<file path="src/rtl/cbc_pkg.sv">
// Package: shared constants and types for the coefficient bank copy engine.
// Assumes a fixed set of eight banks and four processing stages.
package cbc_pkg;
    localparam int NUM_BANKS  = 8;
    localparam int NUM_STAGES = 4;
    localparam int CNT_W      = 4;
    localparam int BANK_LIMIT = 8;
    typedef logic [NUM_BANKS-1:0] bank_mask_t;
endpackage

</file>
<file path="src/rtl/cbc_stage_check.sv">
// Module: cbc_stage_check
// Adds up the per-stage bank counts and flags a sum above the bank limit.
// Assumes the counts are packed, stage s at [s*CNT_W +: CNT_W], unsigned.
module cbc_stage_check #(
    parameter int NUM_STAGES = 4,
    parameter int CNT_W      = 4,
    parameter int LIMIT      = 8
) (
    input  logic [NUM_STAGES*CNT_W-1:0] counts_i,
    output logic                        over_o
);
    localparam int SUM_W = CNT_W + $clog2(NUM_STAGES) + 1;

    logic [SUM_W-1:0] psum [NUM_STAGES+1];

    assign psum[0] = '0;

    // Chain of partial sums, one adder per stage field.
    for (genvar s = 0; s < NUM_STAGES; s++) begin : g_sum
        assign psum[s+1] = psum[s] + SUM_W'(counts_i[s*CNT_W +: CNT_W]);
    end

    assign over_o = psum[NUM_STAGES] > SUM_W'(LIMIT);
endmodule

</file>
<file path="src/rtl/cbc_read_seq.sv">
// Module: cbc_read_seq
// Issues shadow read addresses 0..DEPTH-1, one per cycle, after a start.
// Assumes start_i is only raised while the sequencer is idle.
module cbc_read_seq #(
    parameter int DEPTH = 768,
    parameter int AW    = 10
) (
    input  logic          clk,
    input  logic          rst_n,
    input  logic          start_i,
    output logic          rd_en_o,
    output logic [AW-1:0] rd_addr_o
);
    localparam logic [AW-1:0] LAST = AW'(DEPTH - 1);

    // Address counter: loads zero on start, stops after the last word.
    always_ff @(posedge clk) begin
        if (!rst_n) begin
            rd_en_o   <= 1'b0;
            rd_addr_o <= '0;
        end else if (start_i) begin
            rd_en_o   <= 1'b1;
            rd_addr_o <= '0;
        end else if (rd_en_o) begin
            if (rd_addr_o == LAST) begin
                rd_en_o <= 1'b0;
            end else begin
                rd_addr_o <= rd_addr_o + 1'b1;
            end
        end
    end
endmodule

</file>
<file path="src/rtl/cbc_write_stage.sv">
// Module: cbc_write_stage
// Aligns the write address with shadow read data (one cycle latency) and
// fans the write out to the banks selected by the held mask.
// Assumes mask_i stays constant for the whole copy.
module cbc_write_stage #(
    parameter int NUM_BANKS = 8,
    parameter int DATA_W    = 16,
    parameter int DEPTH     = 768,
    parameter int AW        = 10
) (
    input  logic                 clk,
    input  logic                 rst_n,
    input  logic                 rd_en_i,
    input  logic [AW-1:0]        rd_addr_i,
    input  logic [DATA_W-1:0]    rd_data_i,
    input  logic [NUM_BANKS-1:0] mask_i,
    output logic [NUM_BANKS-1:0] wr_en_o,
    output logic [AW-1:0]        wr_addr_o,
    output logic [DATA_W-1:0]    wr_data_o,
    output logic                 last_o
);
    localparam logic [AW-1:0] LAST = AW'(DEPTH - 1);

    logic wr_valid;

    // Delay the read request by one cycle to meet the returning data.
    always_ff @(posedge clk) begin
        if (!rst_n) begin
            wr_valid  <= 1'b0;
            wr_addr_o <= '0;
        end else begin
            wr_valid  <= rd_en_i;
            wr_addr_o <= rd_addr_i;
        end
    end

    // Per-bank write enable gated by that bank's mask bit.
    for (genvar b = 0; b < NUM_BANKS; b++) begin : g_bank
        assign wr_en_o[b] = wr_valid & mask_i[b];
    end

    assign wr_data_o = rd_data_i;
    assign last_o    = wr_valid && (wr_addr_o == LAST);
endmodule

</file>
<file path="src/rtl/cbc_copy_engine.sv">
// Module: cbc_copy_engine (top)
// Sync-triggered copy of the whole shadow memory into the masked subset of
// the working banks. Refuses a sync when the stage counts exceed the limit.
// Assumes a shadow memory with one cycle of read latency.
module cbc_copy_engine
    import cbc_pkg::*;
#(
    parameter int DATA_W = 16,
    parameter int DEPTH  = 768,
    parameter int AW     = $clog2(DEPTH)
) (
    input  logic                         clk,
    input  logic                         rst_n,
    input  logic                         sync,
    input  logic [NUM_BANKS-1:0]         bank_mask,
    input  logic [NUM_STAGES*CNT_W-1:0]  stage_cnt,
    output logic                         shadow_rd_en,
    output logic [AW-1:0]                shadow_rd_addr,
    input  logic [DATA_W-1:0]            shadow_rd_data,
    output logic [NUM_BANKS-1:0]         bank_wr_en,
    output logic [AW-1:0]                bank_wr_addr,
    output logic [DATA_W-1:0]            bank_wr_data,
    output logic                         busy,
    output logic                         done,
    output logic                         cfg_err
);
    logic       over;
    logic       start;
    logic       last_wr;
    bank_mask_t mask_q;

    cbc_stage_check #(
        .NUM_STAGES(NUM_STAGES), .CNT_W(CNT_W), .LIMIT(BANK_LIMIT)
    ) u_check (
        .counts_i(stage_cnt), .over_o(over)
    );

    assign start = sync && !busy && !over;

    cbc_read_seq #(.DEPTH(DEPTH), .AW(AW)) u_rd (
        .clk(clk), .rst_n(rst_n), .start_i(start),
        .rd_en_o(shadow_rd_en), .rd_addr_o(shadow_rd_addr)
    );

    cbc_write_stage #(
        .NUM_BANKS(NUM_BANKS), .DATA_W(DATA_W), .DEPTH(DEPTH), .AW(AW)
    ) u_wr (
        .clk(clk), .rst_n(rst_n),
        .rd_en_i(shadow_rd_en), .rd_addr_i(shadow_rd_addr),
        .rd_data_i(shadow_rd_data), .mask_i(mask_q),
        .wr_en_o(bank_wr_en), .wr_addr_o(bank_wr_addr),
        .wr_data_o(bank_wr_data), .last_o(last_wr)
    );

    // Copy control: busy window, held mask, done pulse and config error.
    always_ff @(posedge clk) begin
        if (!rst_n) begin
            busy    <= 1'b0;
            done    <= 1'b0;
            cfg_err <= 1'b0;
            mask_q  <= '0;
        end else begin
            done <= last_wr;
            if (start) begin
                busy    <= 1'b1;
                mask_q  <= bank_mask;
                cfg_err <= 1'b0;
            end else if (last_wr) begin
                busy <= 1'b0;
            end
            if (sync && !busy && over) begin
                cfg_err <= 1'b1;
            end
        end
    end
endmodule

</file>
<file path="config.mk">
export PLATFORM = sky130hd
export DESIGN_NAME = cbc_copy_engine
export DESIGN_NICKNAME = d
export VERILOG_FILES = /design/src/rtl/cbc_pkg.sv /design/src/rtl/cbc_stage_check.sv /design/src/rtl/cbc_read_seq.sv /design/src/rtl/cbc_write_stage.sv /design/src/rtl/cbc_copy_engine.sv
export SDC_FILE = /design/constraint.sdc
export NUM_CORES = 1
export LEC_CHECK = 0
export CAP_MARGIN = 20
export CORE_MARGIN = 2
export CORE_UTILIZATION = 40
export CTS_BUF_LIST = sky130_fd_sc_hd__clkbuf_8 sky130_fd_sc_hd__clkbuf_16
export DETAILED_ROUTE_END_ITERATION = 10
export GPL_ROUTABILITY_DRIVEN = 0
export PLACE_DENSITY = 0.81
export SETUP_SLACK_MARGIN = 0.15
export SLEW_MARGIN = 20
export SYNTH_ARGS = -nofsm -noshare
export SYNTH_HDL_FRONTEND = slang
export SYNTH_SLANG_ARGS = --single-unit
</file>
<file path="constraint.sdc">
create_clock -name clk -period 8.92 [get_ports clk]
set_clock_uncertainty 0.15 [all_clocks]
set_input_delay 2.23 -clock clk [delete_from_list [all_inputs] [get_ports clk]]
set_output_delay 2.23 -clock clk [all_outputs]
set_load 0.01 [all_outputs]
</file>
==> flow_summary.html <==
<table>
<tr><th>Metric</th><th>Value</th></tr>
<tr><th colspan="2">Clock network</th></tr>
<tr><td>Clk Latency, worst-skew pair</td><td>0.28 ns</td></tr>
<tr><td>TritonCTS clock tree</td><td>yes</td></tr>
<tr><td>Clock tree root driver cell</td><td>clkbuf_8</td></tr>
<tr><td>Resized Gates After CTS</td><td>0</td></tr>
<tr><td>CTS Hold Bufs</td><td>0</td></tr>
<tr><td>Post-CTS repair timing setup buffer count</td><td>0</td></tr>
<tr><td>Worst-case clock buffer depth</td><td>2</td></tr>
<tr><td>Max H-tree Level</td><td>2</td></tr>
<tr><td>Clock transition at path regs</td><td>0.07 ns</td></tr>
<tr><td>Clock buffers created by TritonCTS</td><td>5</td></tr>
<tr><td>TritonCTS sink count</td><td>33</td></tr>
<tr><th colspan="2">Final layout</th></tr>
<tr><td>Fin nets</td><td>294</td></tr>
<tr><td>Utilization of the core after routing</td><td>0.560</td></tr>
<tr><td>Most common cell after layout, fill and taps aside</td><td>clkdlybuf4s50_1</td></tr>
<tr><td>Syn-to-layout area delta</td><td>36.0%</td></tr>
<tr><td>Share of final-layout standard cells stronger than drive strength 1</td><td>0.0591</td></tr>
<tr><td>Final cell area excluding filler cells</td><td>0.00242 mm^2</td></tr>
<tr><td>Filler cells</td><td>400</td></tr>
<tr><td>Area occupied by multi-input gates</td><td>938 um^2</td></tr>
<tr><td>Final non-filler cell total</td><td>289</td></tr>
<tr><td>Inserted Diodes</td><td>0</td></tr>
<tr><td>Most frequent cells in the layout</td><td>clkdlybuf4s50_1 (58), dfxtp_1 (33), and2_1 (20), nand2_1 (20), nor2_1 (14)</td></tr>
<tr><td>Sequential cell area</td><td>661 um^2</td></tr>
<tr><th colspan="2">Placement</th></tr>
<tr><td># placed instances</td><td>281</td></tr>
<tr><td>Area after DPL</td><td>0.00229 mm^2</td></tr>
<tr><td>Worst slack after detailed placement</td><td>2.63 ns</td></tr>
<tr><td>Placed wire-length estimate after detailed placement</td><td>2.71 mm</td></tr>
<tr><td>Buffers added on ports</td><td>58</td></tr>
<tr><th colspan="2">STA</th></tr>
<tr><td>Max-slew headroom</td><td>0.370</td></tr>
<tr><td>Setup repair after global routing missed its margin</td><td>false</td></tr>
<tr><td>Max Fclk</td><td>169 MHz</td></tr>
<tr><td>Measured slew at the worst slew-check pin</td><td>0.943 ns</td></tr>
<tr><td>Number of failing hold endpoints at the final stage</td><td>0</td></tr>
<tr><td>Final count of negative-setup-slack endpoints</td><td>0</td></tr>
<tr><td>Setup Total Neg Slack</td><td>0 ns</td></tr>
<tr><td>Fin Hold WS</td><td>0.301 ns</td></tr>
<tr><td>Period utilisation layout</td><td>0.664</td></tr>
<tr><td>Final setup margin</td><td>3.00 ns</td></tr>
<tr><td>Number of max-slew violations in the final report</td><td>0</td></tr>
<tr><td>Min cycle time layout</td><td>5.92 ns</td></tr>
<tr><th colspan="2">Critical path</th></tr>
<tr><td>Setup crit start kind</td><td>input pin</td></tr>
<tr><td>Buffers plus inverters on the worst setup path</td><td>4</td></tr>
<tr><td>Critical Path End Type</td><td>flop</td></tr>
<tr><td>Ordered list of cells on the worst path</td><td>clkdlybuf4s50_1 &gt; ha_1 &gt; inv_1 &gt; fa_1 &gt; inv_1 &gt; fa_1 &gt; ha_1 &gt; inv_1 &gt; fa_1 &gt; nor3b_1 &gt; o2111ai_2 &gt; o21ai_1 &gt; nor2_1</td></tr>
<tr><td>Slowest cell on crit path</td><td>o21ai_1</td></tr>
<tr><td>WP data arrival</td><td>5.91 ns</td></tr>
<tr><td>Critical setup path kind</td><td>in2reg</td></tr>
<tr><td>Worst EP required</td><td>8.91 ns</td></tr>
<tr><td>Crit path max fanout</td><td>11</td></tr>
<tr><td>Crit path largest cell delay</td><td>0.73 ns</td></tr>
<tr><td>Largest delay contributor family on the critical path</td><td>adder cells</td></tr>
<tr><th colspan="2">Pwr</th></tr>
<tr><td>Net switching power of the design</td><td>107 uW</td></tr>
<tr><td>IR drop worst, VDD</td><td>75.8 uV</td></tr>
<tr><td>Power share of the combinational group</td><td>0.223</td></tr>
<tr><td>Reported leakage power</td><td>0.903 nW</td></tr>
<tr><td>Sequential group share of total power</td><td>0.387</td></tr>
<tr><td>Power per unit of standard cell area</td><td>176 mW/mm^2</td></tr>
<tr><td>Total power</td><td>425 uW</td></tr>
<tr><td>Internal power summed over all cells</td><td>317 uW</td></tr>
<tr><td>Sw Ratio</td><td>0.253</td></tr>
<tr><td>Portion of total power attributed to the clock network</td><td>0.390</td></tr>
<tr><th colspan="2">Route</th></tr>
<tr><td>Post-route DRC violation count</td><td>0</td></tr>
<tr><td>Routed Wire Length</td><td>3.54 mm</td></tr>
<tr><td>Routed via count divided by cell count</td><td>4.85</td></tr>
<tr><td>Remaining number of nets flagged by the antenna check after routing</td><td>0</td></tr>
<tr><td>Routed WL per cell</td><td>12.2 um</td></tr>
<tr><td>TritonRoute pass-1 iters</td><td>4</td></tr>
<tr><td>Iter 0 DRT Violations</td><td>44</td></tr>
<tr><td>Vias</td><td>1403</td></tr>
<tr><th colspan="2">Floorplanning</th></tr>
<tr><td>Starting density of the core</td><td>0.411</td></tr>
<tr><td>Number of ports placed on the die boundary</td><td>91</td></tr>
<tr><td>Floorplan Core Area</td><td>0.00432 mm^2</td></tr>
<tr><td>Site Rows</td><td>24</td></tr>
<tr><td>Floorplan die width</td><td>70.7 um</td></tr>
<tr><td>Total die area</td><td>0.00500 mm^2</td></tr>
<tr><td>Vertical die dimension</td><td>70.7 um</td></tr>
<tr><th colspan="2">Synthesis</th></tr>
<tr><td>Predominant post-synthesis flop cell</td><td>dfxtp_1</td></tr>
<tr><td>Largest cells by area after synthesis</td><td>dfxtp_1 (37%), buf_4 (7.2%), and2_1 (7.0%)</td></tr>
<tr><td>Post-synth design cell area</td><td>0.00178 mm^2</td></tr>
<tr><td>Fraction of the yosys area taken by sequential cells</td><td>0.371</td></tr>
<tr><td>Number of distinct library cell variants in the gate-level netlist after synthesis</td><td>34</td></tr>
<tr><td>Number of cells produced by synthesis</td><td>191</td></tr>
<tr><td>Post-Synthesis Mean Instance Area</td><td>9.32 um^2</td></tr>
<tr><td>Number of warning messages in the yosys log</td><td>0</td></tr>
<tr><td>Share of flip-flops with an asynchronous set or reset after synthesis</td><td>0</td></tr>
<tr><td>Flops &amp; latches, synth</td><td>33</td></tr>
<tr><td>Leading area contributor after synthesis</td><td>dfxtp_1</td></tr>
<tr><td>Net count after synthesis</td><td>249</td></tr>
<tr><td>Post-synth top area share</td><td>0.371</td></tr>
<tr><td>Number of enable-type register cells in the synthesized netlist</td><td>0</td></tr>
<tr><th colspan="2">Global route</th></tr>
<tr><td>First-pass GRT wire length</td><td>6.13 mm</td></tr>
<tr><td>Antenna violations before repair</td><td>0</td></tr>
<tr><td>Total congestion overflow after global routing</td><td>0</td></tr>
<tr><td>Total global routing track utilization</td><td>0.153</td></tr>
<tr><td>Vias in the first global route</td><td>1384</td></tr>
<tr><td>Pin count of the biggest net entering global routing</td><td>32</td></tr>
<tr><th colspan="2">Status</th></tr>
<tr><td>Outcome</td><td>complete, no violations</td></tr>
<tr><th colspan="2">Run</th></tr>
<tr><td>Count of max-cap constraint violations</td><td>0</td></tr>
<tr><th colspan="2">Hold path</th></tr>
<tr><td>Hold/Removal Path Class</td><td>reg2reg</td></tr>
</table>
## power by group through the flow
stage               clock network [mW]  registers, mW  logic, mW
floorplan                            0          0.168     0.0695
global placement                     0          0.168     0.0940
finish                           0.166          0.164     0.0948
detailed placement                   0          0.168     0.0965
CTS                              0.168          0.165     0.0968
global route                     0.174          0.166      0.108
## registers in the layout, summed over array words and instances, names as in the netlist
| name | count |
|---|---|
| done | 1 |
| u_rd.rd_addr_o | 10 |
| busy | 1 |
| u_rd.rd_en_o | 1 |
| cfg_err | 1 |
| u_wr.wr_valid | 1 |
| u_wr.wr_addr_o | 10 |
| mask_q | 8 |
## tightest hold or removal path, cell delays in order (launching register included)
cell and delay [ns]:
dfxtp_1 0.31, nand2_1 0.05, mux2i_1 0.05
## layer usage
metal	track usage	wire length [um]	part of all wire	vias to the layer above
met2	0.267	1800	0.51	36
met4	0.0629	35	0.0099	0
met1	0.177	1480	0.42	651
met5	0	0	0	-
li1	-	-	-	712
met3	0.0399	227	0.064	4
## cell usage after synthesis, types with 2 or more instances
cell,n
xnor2_1,4
nand3_1,4
mux2i_1,11
fa_1,6
nand2_1,20
a211oi_1,3
nor3_1,5
o21a_1,2
buf_4,17
ha_1,9
and3_1,2
inv_1,11
and2_1,20
a21oi_1,7
nor2_1,14
dfxtp_1,33
nand4_1,3
clkbuf_1,3
a211oi_2,2
## final cells by class
cell class,instances,share of cell area
Clock buffer,5,0.0284
Clock inverter,3,0.0269
Inverter,11,0.0171
Multi-Input combinational cell,127,0.388
Sequential cell,33,0.273
Tap cell,52,0.0269
Timing Repair Buffer,58,0.240
## cells by family (layout without fill, tap and decap cells)
logic type / Yosys count / count (layout) / synth area share
fa+ha+maj: 15 / 15 / 0.131
mux: 11 / 11 / 0.0619
compound gates: 21 / 21 / 0.0914
buf+inv: 31 / 77 / 0.101
xor+xnor: 5 / 5 / 0.0246
flops: 33 / 33 / 0.371
simple gates: 75 / 75 / 0.219
## final timing paths
check | start | endpoint | slack, ns | cells after the start
hold / removal | mask_q[7] | mask_q[7] | 0.30 | 2
setup / recovery | stage_cnt[0] | u_rd.rd_addr_o[1] | 3.00 | 13
hold reg to reg | mask_q[7] | mask_q[7] | 0.30 | 2
setup reg to reg | busy | u_rd.rd_addr_o[1] | 7.22 | 4
(Power assumes the default switching activity.)
